$ cat src/rtl/fft_inplace_engine.sv
module fft_inplace_engine #(
  parameter int LOG2N = 9,
  parameter int DW    = 16,
  parameter int TWW   = 16
) (
  input  logic              clk,
  input  logic              rst_n,
  input  logic              start,
  input  logic              inverse,
  output logic [LOG2N-1:0]  mem_addr,
  output logic              mem_wr,
  output logic [2*DW-1:0]   mem_wdata,
  input  logic [2*DW-1:0]   mem_rdata,
  output logic              done
);
  localparam int N     = 1 << LOG2N;
  localparam int HN    = N / 2;
  localparam int TFRAC = TWW - 2;
  localparam int SW    = $clog2(LOG2N + 1);
  localparam int PW    = DW + TWW + 1;
  localparam logic signed [PW-1:0] RC = PW'(1) << (TFRAC - 1);

  typedef enum logic [2:0] {S_IDLE, S_RA, S_RB, S_MUL, S_WA, S_WB} state_t;

  // twiddle table: W^i = cos - j sin, Q(TFRAC)
  logic signed [TWW-1:0] tw_cos [HN];
  logic signed [TWW-1:0] tw_sin [HN];
  for (genvar i = 0; i < HN; i++) begin : g_tw
    localparam real ANG = 6.283185307179586 * i / N;
    localparam int  CV  = $rtoi($floor($cos(ANG) * real'(1 << TFRAC) + 0.5));
    localparam int  SV  = $rtoi($floor($sin(ANG) * real'(1 << TFRAC) + 0.5));
    assign tw_cos[i] = TWW'(CV);
    assign tw_sin[i] = TWW'(SV);
  end

  state_t                 state;
  logic [SW-1:0]          st;
  logic [LOG2N-2:0]       bf;
  logic                   inv;
  logic                   done_r;
  logic signed [DW-1:0]   u_re, u_im;
  logic signed [DW+1:0]   t_re, t_im;

  // butterfly addressing
  logic [LOG2N-2:0] jmask, j, grp, tidx;
  logic [LOG2N-1:0] a, b;
  assign jmask = ~({(LOG2N-1){1'b1}} << st);
  assign j     = bf & jmask;
  assign grp   = bf >> st;
  assign a     = ({1'b0, grp} << (st + 1)) | {1'b0, j};
  assign b     = a | ({{(LOG2N-1){1'b0}}, 1'b1} << st);
  assign tidx  = j << (LOG2N - 1 - st);

  // complex multiply of the b word by the twiddle
  logic signed [TWW-1:0]    w_c, w_s;
  logic signed [DW-1:0]     b_re, b_im;
  logic signed [DW+TWW-1:0] m_rc, m_is, m_ic, m_rs;
  logic signed [PW-1:0]     p_re, p_im, r_re, r_im;
  assign w_c  = tw_cos[tidx];
  assign w_s  = tw_sin[tidx];
  assign b_re = mem_rdata[2*DW-1:DW];
  assign b_im = mem_rdata[DW-1:0];
  assign m_rc = b_re * w_c;
  assign m_is = b_im * w_s;
  assign m_ic = b_im * w_c;
  assign m_rs = b_re * w_s;
  assign p_re = inv ? ({m_rc[DW+TWW-1], m_rc} - {m_is[DW+TWW-1], m_is})
                    : ({m_rc[DW+TWW-1], m_rc} + {m_is[DW+TWW-1], m_is});
  assign p_im = inv ? ({m_ic[DW+TWW-1], m_ic} + {m_rs[DW+TWW-1], m_rs})
                    : ({m_ic[DW+TWW-1], m_ic} - {m_rs[DW+TWW-1], m_rs});
  assign r_re = p_re + RC;
  assign r_im = p_im + RC;

  logic unused_bits;
  assign unused_bits = ^{r_re[PW-1], r_re[TFRAC-1:0], r_im[PW-1], r_im[TFRAC-1:0]};

  // sum/difference with rounded halving and saturation
  function automatic logic signed [DW-1:0] halve_sat(input logic signed [DW+2:0] v);
    logic signed [DW+2:0] h;
    h = (v + $signed({{(DW+2){1'b0}}, 1'b1})) >>> 1;
    if (&h[DW+2:DW-1] || ~|h[DW+2:DW-1]) return h[DW-1:0];
    return h[DW+2] ? {1'b1, {(DW-1){1'b0}}} : {1'b0, {(DW-1){1'b1}}};
  endfunction

  logic signed [DW+2:0] ue_re, ue_im, te_re, te_im;
  assign ue_re = {{3{u_re[DW-1]}}, u_re};
  assign ue_im = {{3{u_im[DW-1]}}, u_im};
  assign te_re = {t_re[DW+1], t_re};
  assign te_im = {t_im[DW+1], t_im};

  logic [2*DW-1:0] sum_w, dif_w;
  assign sum_w = {halve_sat(ue_re + te_re), halve_sat(ue_im + te_im)};
  assign dif_w = {halve_sat(ue_re - te_re), halve_sat(ue_im - te_im)};

  assign mem_addr  = (state == S_RB || state == S_WB) ? b : a;
  assign mem_wr    = (state == S_WA || state == S_WB);
  assign mem_wdata = (state == S_WB) ? dif_w : sum_w;
  assign done      = done_r;

  always_ff @(posedge clk) begin
    if (!rst_n) begin
      state  <= S_IDLE;
      st     <= '0;
      bf     <= '0;
      inv    <= 1'b0;
      done_r <= 1'b0;
      u_re   <= '0;
      u_im   <= '0;
      t_re   <= '0;
      t_im   <= '0;
    end else begin
      done_r <= 1'b0;
      case (state)
        S_IDLE: if (start) begin
          inv   <= inverse;
          st    <= '0;
          bf    <= '0;
          state <= S_RA;
        end
        S_RA:  state <= S_RB;
        S_RB: begin
          u_re  <= b_re;
          u_im  <= b_im;
          state <= S_MUL;
        end
        S_MUL: begin
          t_re  <= r_re[TFRAC+DW+1:TFRAC];
          t_im  <= r_im[TFRAC+DW+1:TFRAC];
          state <= S_WA;
        end
        S_WA:  state <= S_WB;
        S_WB: begin
          state <= S_RA;
          bf    <= bf + 1'b1;
          if (&bf) begin
            st <= st + 1'b1;
            if (st == SW'(LOG2N - 1)) begin
              state  <= S_IDLE;
              done_r <= 1'b1;
            end
          end
        end
        default: state <= S_IDLE;
      endcase
    end
  end

  a_r6_done_single: assert property (@(posedge clk) disable iff (!rst_n)
    done |=> !done);
  a_r6_done_after_write: assert property (@(posedge clk) disable iff (!rst_n)
    done |-> ($past(mem_wr) && !mem_wr));
  a_r3_write_to_read_addr: assert property (@(posedge clk) disable iff (!rst_n)
    (mem_wr && !$past(mem_wr)) |-> (mem_addr == $past(mem_addr, 3)));
  a_r3_reads_before_writes: assert property (@(posedge clk) disable iff (!rst_n)
    mem_wr |-> !$past(mem_wr, 2));
  a_r2_pair_one_bit: assert property (@(posedge clk) disable iff (!rst_n)
    (mem_wr && $past(mem_wr)) |-> ($countones(mem_addr ^ $past(mem_addr)) == 1));
  a_r7_no_restart: assert property (@(posedge clk) disable iff (!rst_n)
    (state != S_IDLE && !(state == S_WB && done_r == 1'b0 && &bf && st == SW'(LOG2N-1)))
      |=> (state != S_IDLE));
endmodule

$ cat config.mk
export PLATFORM = sky130hd
export DESIGN_NAME = fft_inplace_engine
export DESIGN_NICKNAME = d
export VERILOG_FILES = /design/src/rtl/fft_inplace_engine.sv
export SDC_FILE = /design/constraint.sdc
export NUM_CORES = 2
export LEC_CHECK = 0
export BUFFER_PORTS_ARGS = -buffer_cell sky130_fd_sc_hd__buf_2
export CAP_MARGIN = 20
export CORE_MARGIN = 2
export CORE_UTILIZATION = 55
export DETAILED_ROUTE_END_ITERATION = 6
export PLACE_DENSITY = 0.68
export SETUP_SLACK_MARGIN = 0.05
export SYNTH_ARGS = -nofsm -noshare
export SYNTH_HDL_FRONTEND = slang
export SYNTH_SLANG_ARGS = --single-unit
$ cat constraint.sdc
create_clock -name clk -period 21 [get_ports clk]
set_input_delay 4.2 -clock clk [delete_from_list [all_inputs] [get_ports clk]]
set_output_delay 4.2 -clock clk [all_outputs]
set_load 0.02 [all_outputs]
## Yosys cells after proc, flatten, opt, wreduce, memory -nomap -nowiden

Memories as Yosys holds them, arrays and structs flattened.
Index checks and enable logic that the tools add are counted.
W data, S select, Z words.

- Add/sub/neg operators: 18
- $mul: 4
- Divide/modulo/power cells: 0
- $lt $le $gt $ge: 1
- Equality and inequality tests: 8
- Shifts and indexed selects: 5
- Mux-type cells: 34
- Bitwise logic cells: 5
- Reductions and logical operators: 25

Operator list:

| operator | count |
|---|---|
| $mux W16 | 16 |
| $mul A16 B16 Y32 | 4 |
| $mux W32 | 3 |
| $add A19 B2 Y19 const B | 4 |
| $add A32 B15 Y32 const B | 2 |
| $add A32 B32 Y32 | 2 |
| $sub A32 B32 Y32 | 2 |
| $add A16 B18 Y19 | 2 |
| $sub A16 B18 Y19 | 2 |
| $shl A8 B32 Y8 | 1 |
| $pmux W3 S6 | 1 |
| $pmux W8 S2 | 1 |
| $reduce_and A3 Y1 | 5 |
| $reduce_or A3 Y1 | 4 |
| $reduce_and A10 Y1 | 1 |
| $ge A9 B9 Y1 const B | 1 |
| $mux W9 | 1 |
| $not A8 Y9 | 1 |
| $or A9 B8 Y9 | 1 |
| $or A9 B9 Y9 | 1 |
| $shl A1 B4 Y9 const A | 1 |
| $shl A8 B5 Y9 | 1 |
| $add A8 B1 Y8 const B | 1 |
| $and A8 B8 Y8 | 1 |
| 23 further kinds | 41 |

- Register bits after elaboration: 85
- Latch bits: 0
- RAM bits: 0
- Bits in read-only memories: 8,192
- Input port bits: 36
- Word-level logic and storage cells: 111
- Memories: 2

Memories:

| name | depth | bits a word | read ports | clocked after memory_dff | wr ports | line | RTL |
|---|---|---|---|---|---|---|---|
| (name not given) | 256 | 16 | 1 | 0 | 0 | 60 | `assign w_s = tw_sin[tidx];` |
| (name not given) | 256 | 16 | 1 | 0 | 0 | 59 | `assign w_c = tw_cos[tidx];` |

## Logic depth before layout (Yosys ltp)

- Depth after elaboration: 12
- Mapped depth: 66
- Depth with buffers taken out: 60

## Worst setup path after synthesis

OpenSTA, ideal clock, no wires.

- Kind: register to register
- Start: register st[0]
- End: register t_re[17]
- Data arrival time: 14.585 ns
- Data required time: 20.912 ns
- Slack: 6.327 ns
- Cell stages (with the launch flop): 61
- Buffers on the path: 8
- Cells stage by stage: dfxtp_1 buf_2 clkinv_1 clkbuf_1 ha_1 inv_1 ha_1 nand3b_2 buf_6 buf_2 buf_1 nor3_1 inv_1 ha_1 clkbuf_1 nand2b_1 or2_2 clkbuf_1 [25 not listed] or3b_1 nor4_1 nor2_1 xnor2_1 ha_1 a21o_1 a21o_1 a21oi_1 nor2_1 a31oi_1 o21ai_0 a31o_2 or4_1 and4bb_1 nand4_1 or4_1 a21o_1 a311oi_2

- Cells in the longest elaborated chain, start to end: 12
- Elaborated cells on any way between the ends: 18
- Classes of those cells: add/sub (4); mul (2); shift (2); mux (5); bitwise (3); memory (2)

RTL lines:

| element | line | RTL |
|---|---|---|
| from (decl) | 37 | `logic [SW-1:0] st;` |
| from (signal assigned) | 136 | `st <= st + 1'b1;` |
| $shl A8 B4 Y8 | 47 | `assign jmask = ~({(LOG2N-1){1'b1}} << st);` |
| $not A8 Y8 | 47 |  |
| $and A8 B8 Y8 | 48 | `assign j = bf & jmask;` |
| $shl A8 B32 Y8 * | 52 | `assign tidx = j << (LOG2N - 1 - st);` |
| $not A8 Y9 (implied by the code) * | 59, 60 |  |
| $mem_v2 Z256 W16 (on tied branches) | n/a |  |
| $mux W16 (on tied branches) (2 in series) | 59, 60 |  |
| $mul A16 B16 Y32 (on tied branches) | 63, 64 |  |
| $add A32 B32 Y32 or $sub A32 B32 Y32 (tied branches) | 68, 67 |  |
| $mux W32 * | 67 | `assign p_re = inv ? ({m_rc[DW+TWW-1], m_rc} - {m_is[DW+TWW-1], m_is})` |
| $add A32 B15 Y32 * | 71 | `assign r_re = p_re + RC;` |
| to (signal assigned) | 127 | `t_re <= r_re[TFRAC+DW+1:TFRAC];` |
| to (decl) | 42 | `logic signed [DW+1:0] t_re, t_im;` |

Every way passes the cells marked *; elsewhere a longest branch is shown, timed or not. The select of a mux whose other input is x is not followed.
A chain may end at the register's enable or synchronous reset.

## Worst setup path in the final report

Same ends and word-level chain as after synthesis.

==> results.toml <==
[status]
status = "complete, no violations"

[synth]
synth-edff-count = 0
synth_warnings = 0
synth_nets = 8590
synth_cells = 7010
async_flop_share_pct = 0
postSynthAreaPerCell_sq_um = 8.07
yosysUniqueCellTypes = 110
ys_ff_latch = 85
synth-seq-area-share_pct = 3.01
ys.flop_type = "dfxtp_1"
syn_area_sq_um = 56600

[clock_tree]
cts.sinks = 85
clock_insertion_delay_worst_skew_ps = 350
post_cts_buffers = 0
htree_levels = 3
cts_root_buf = "clkbuf_16"
post_cts_resized = 0
clk_path_buf_depth = 2
cts.clk_slew.worst_paths_ps = 70
hold_buffers = 0
cts_tree = "done"
cts_made_buffers = 9

[floorplan]
start_util_pct = 55.5
std_cell_rows = 117
fp.dieH_microns = 325
die_w_microns = 325
dieArea_sq_um = 105000
ios = 79
core_area_sq_um = 102000

[global_routing]
overflow = 0
grt_pass1_wl_microns = 315000
grt_pass1_vias = 51800
antenna_found_initial = 7
grt_max_degree = 81
grtUsageTotal_pct = 39.0

[timing]
fmaxAchievable_mhz = 58.8
setup_viol = 0
fin_crit_sh_pct = 81.0
tns_ps = 0
worst_pin_slew_ps = 1150
slew_viol_final = 0
slew-limit-headroom_pct = 22.8
fin_crit_ps = 17010
finClkSkew_ps = 6.95
rsz0062_at_grt = "no"
hold_violations = 0

[critical_path]
cp.arrival_ps = 17270
critPathMaxFanout = 32
critPathKind = "reg -> reg"
cp-end-kind = "register"
crit_path_top_delay_cell = "o211ai_1"
start_kind = "register"
critPathRequiredTime_ps = 21260
slowest_delay_ps = 750
crit_top_cell = "fa_1"

[finish]
final_common_cell = "inv_1"
nets = 8432
mostFrequentLayoutCells = "1298 x inv_1, 1020 x fa_1, 815 x nand2_1, 524 x ha_1, 391 x a21oi_1"
area_delta_synth_final_pct = 4.01
drive_gt1_share_pct = 5.47

[drt]
vias_per_cell = 6.09
totalWireLength_microns = 205000
ant_nets = 0
dr.pass1.iters = 7
wire_per_inst_microns = 24.9
drcViolationCount = 0
drt_iter0_markers = 4770
vias = 50100

[placement]
portBuffers = 78
dp_hpwl_microns = 155000
gp_congestion = 1.07

[job]
drv_cap = 0

[pwr]
power_density_nw_per_um2 = 14.0
p_total_w = 0.000824
peakVddDrop_uv = 60.4
leakage_nw = 27.3

[min_path]
hold_path_class = "reg -> reg"
==> final cells by class <==
class | count | area [sq um]
repair buffers | 214 | 1430
flip-flops and latches | 85 | 1700
inverters | 1305 | 4900
fillers | 9589 | 43100
diodes | 2 | 5.00
clock buffers | 9 | 225
multi-input cells | 5237 | 48800
well taps | 1368 | 1710
clock inverters | 7 | 105
==> through the flow <==
step	hold WS, ps	instance area, sq um	cells	utilization (%)	setup WS (ps)
finish	467	58800	8227	57.7	3990
global route	493	58800	8225	57.7	3160
CTS	467	58800	8222	57.7	4240
detailed placement	458	58500	8206	57.4	4330
global placement	449	58500	8205	57.4	4380
floorplan	440	56600	7010	-	6330
==> critical path, delay by kind of cell, from the launching register on <==
| family | cells | cell delay [ps] |
|---|---|---|
| flops | 1 | 310 |
| fa+ha+maj | 11 | 4810 |
| buf+inv | 11 | 2900 |
| compound gates | 16 | 4340 |
| simple gates | 15 | 3780 |
| xor+xnor | 2 | 730 |
==> sequential cells by signal (all words and copies together), names as in the netlist <==
name and flops:
bf 8, done 1, inv 1, st 4, state 3, t_im 18
t_re 18, u_im 16, u_re 16
==> routing by layer <==
layer	routed length, microns	GRT usage (%)	up-vias
met3	20400	8.46	668
met4	11500	17.8	10
li1	-	-	22000
met5	57	0	-
met1	80700	50.7	24900
met2	92200	62.4	2579
==> power breakdown <==
group          internal, W  switching [W]  leakage [nW]  total (W)
clock network     0.000106      0.0000707         0.164   0.000177
logic             0.000166       0.000298          26.5   0.000464
registers         0.000171      0.0000132         0.689   0.000184
==> kinds of logic (layout without fill, tap and decap cells) <==
logic type | Yosys count | after routing | synth area share (%)
other cells | 0 | 2 | 0
mux | 30 | 30 | 0.697
fa+ha+maj | 1545 | 1545 | 47.7
xor+xnor | 307 | 307 | 4.82
buf+inv | 1688 | 1535 | 11.3
flops | 85 | 85 | 3.01
simple gates | 2114 | 2114 | 18.3
compound gates | 1241 | 1241 | 14.2
==> cell usage after synthesis (all sizes together), types with 60 or more instances <==
master / n / share of area (%)
a21oi: 409 / 3.6
xor2: 95 / 1.5
a211oi: 77 / 1.1
ha: 524 / 12
dfxtp: 85 / 3.0
nor3: 107 / 0.96
clkbuf: 323 / 2.1
buf: 60 / 0.49
nor2b: 131 / 1.4
and2: 377 / 4.2
nand2: 816 / 5.4
xnor2: 210 / 3.3
o21ai: 242 / 2.2
fa: 1020 / 36
nand3: 94 / 0.83
nor2: 320 / 2.1
inv: 1302 / 8.6
==> worst paths after layout <==
path / from / to / slack [ps] / depth (start not counted)
worst min-delay path: u_im[0]$_SDFFE_PN0P_ / u_im[0]$_SDFFE_PN0P_ / 470 / 2
worst max-delay path: st[0]$_SDFFE_PN0P_ / t_re[17]$_SDFFE_PN0P_ / 3990 / 55
worst min register to register: u_im[0]$_SDFFE_PN0P_ / u_im[0]$_SDFFE_PN0P_ / 470 / 2
worst max register to register: st[0]$_SDFFE_PN0P_ / t_re[17]$_SDFFE_PN0P_ / 3990 / 55
No activity file was read; power rests on OpenSTA's default activity.
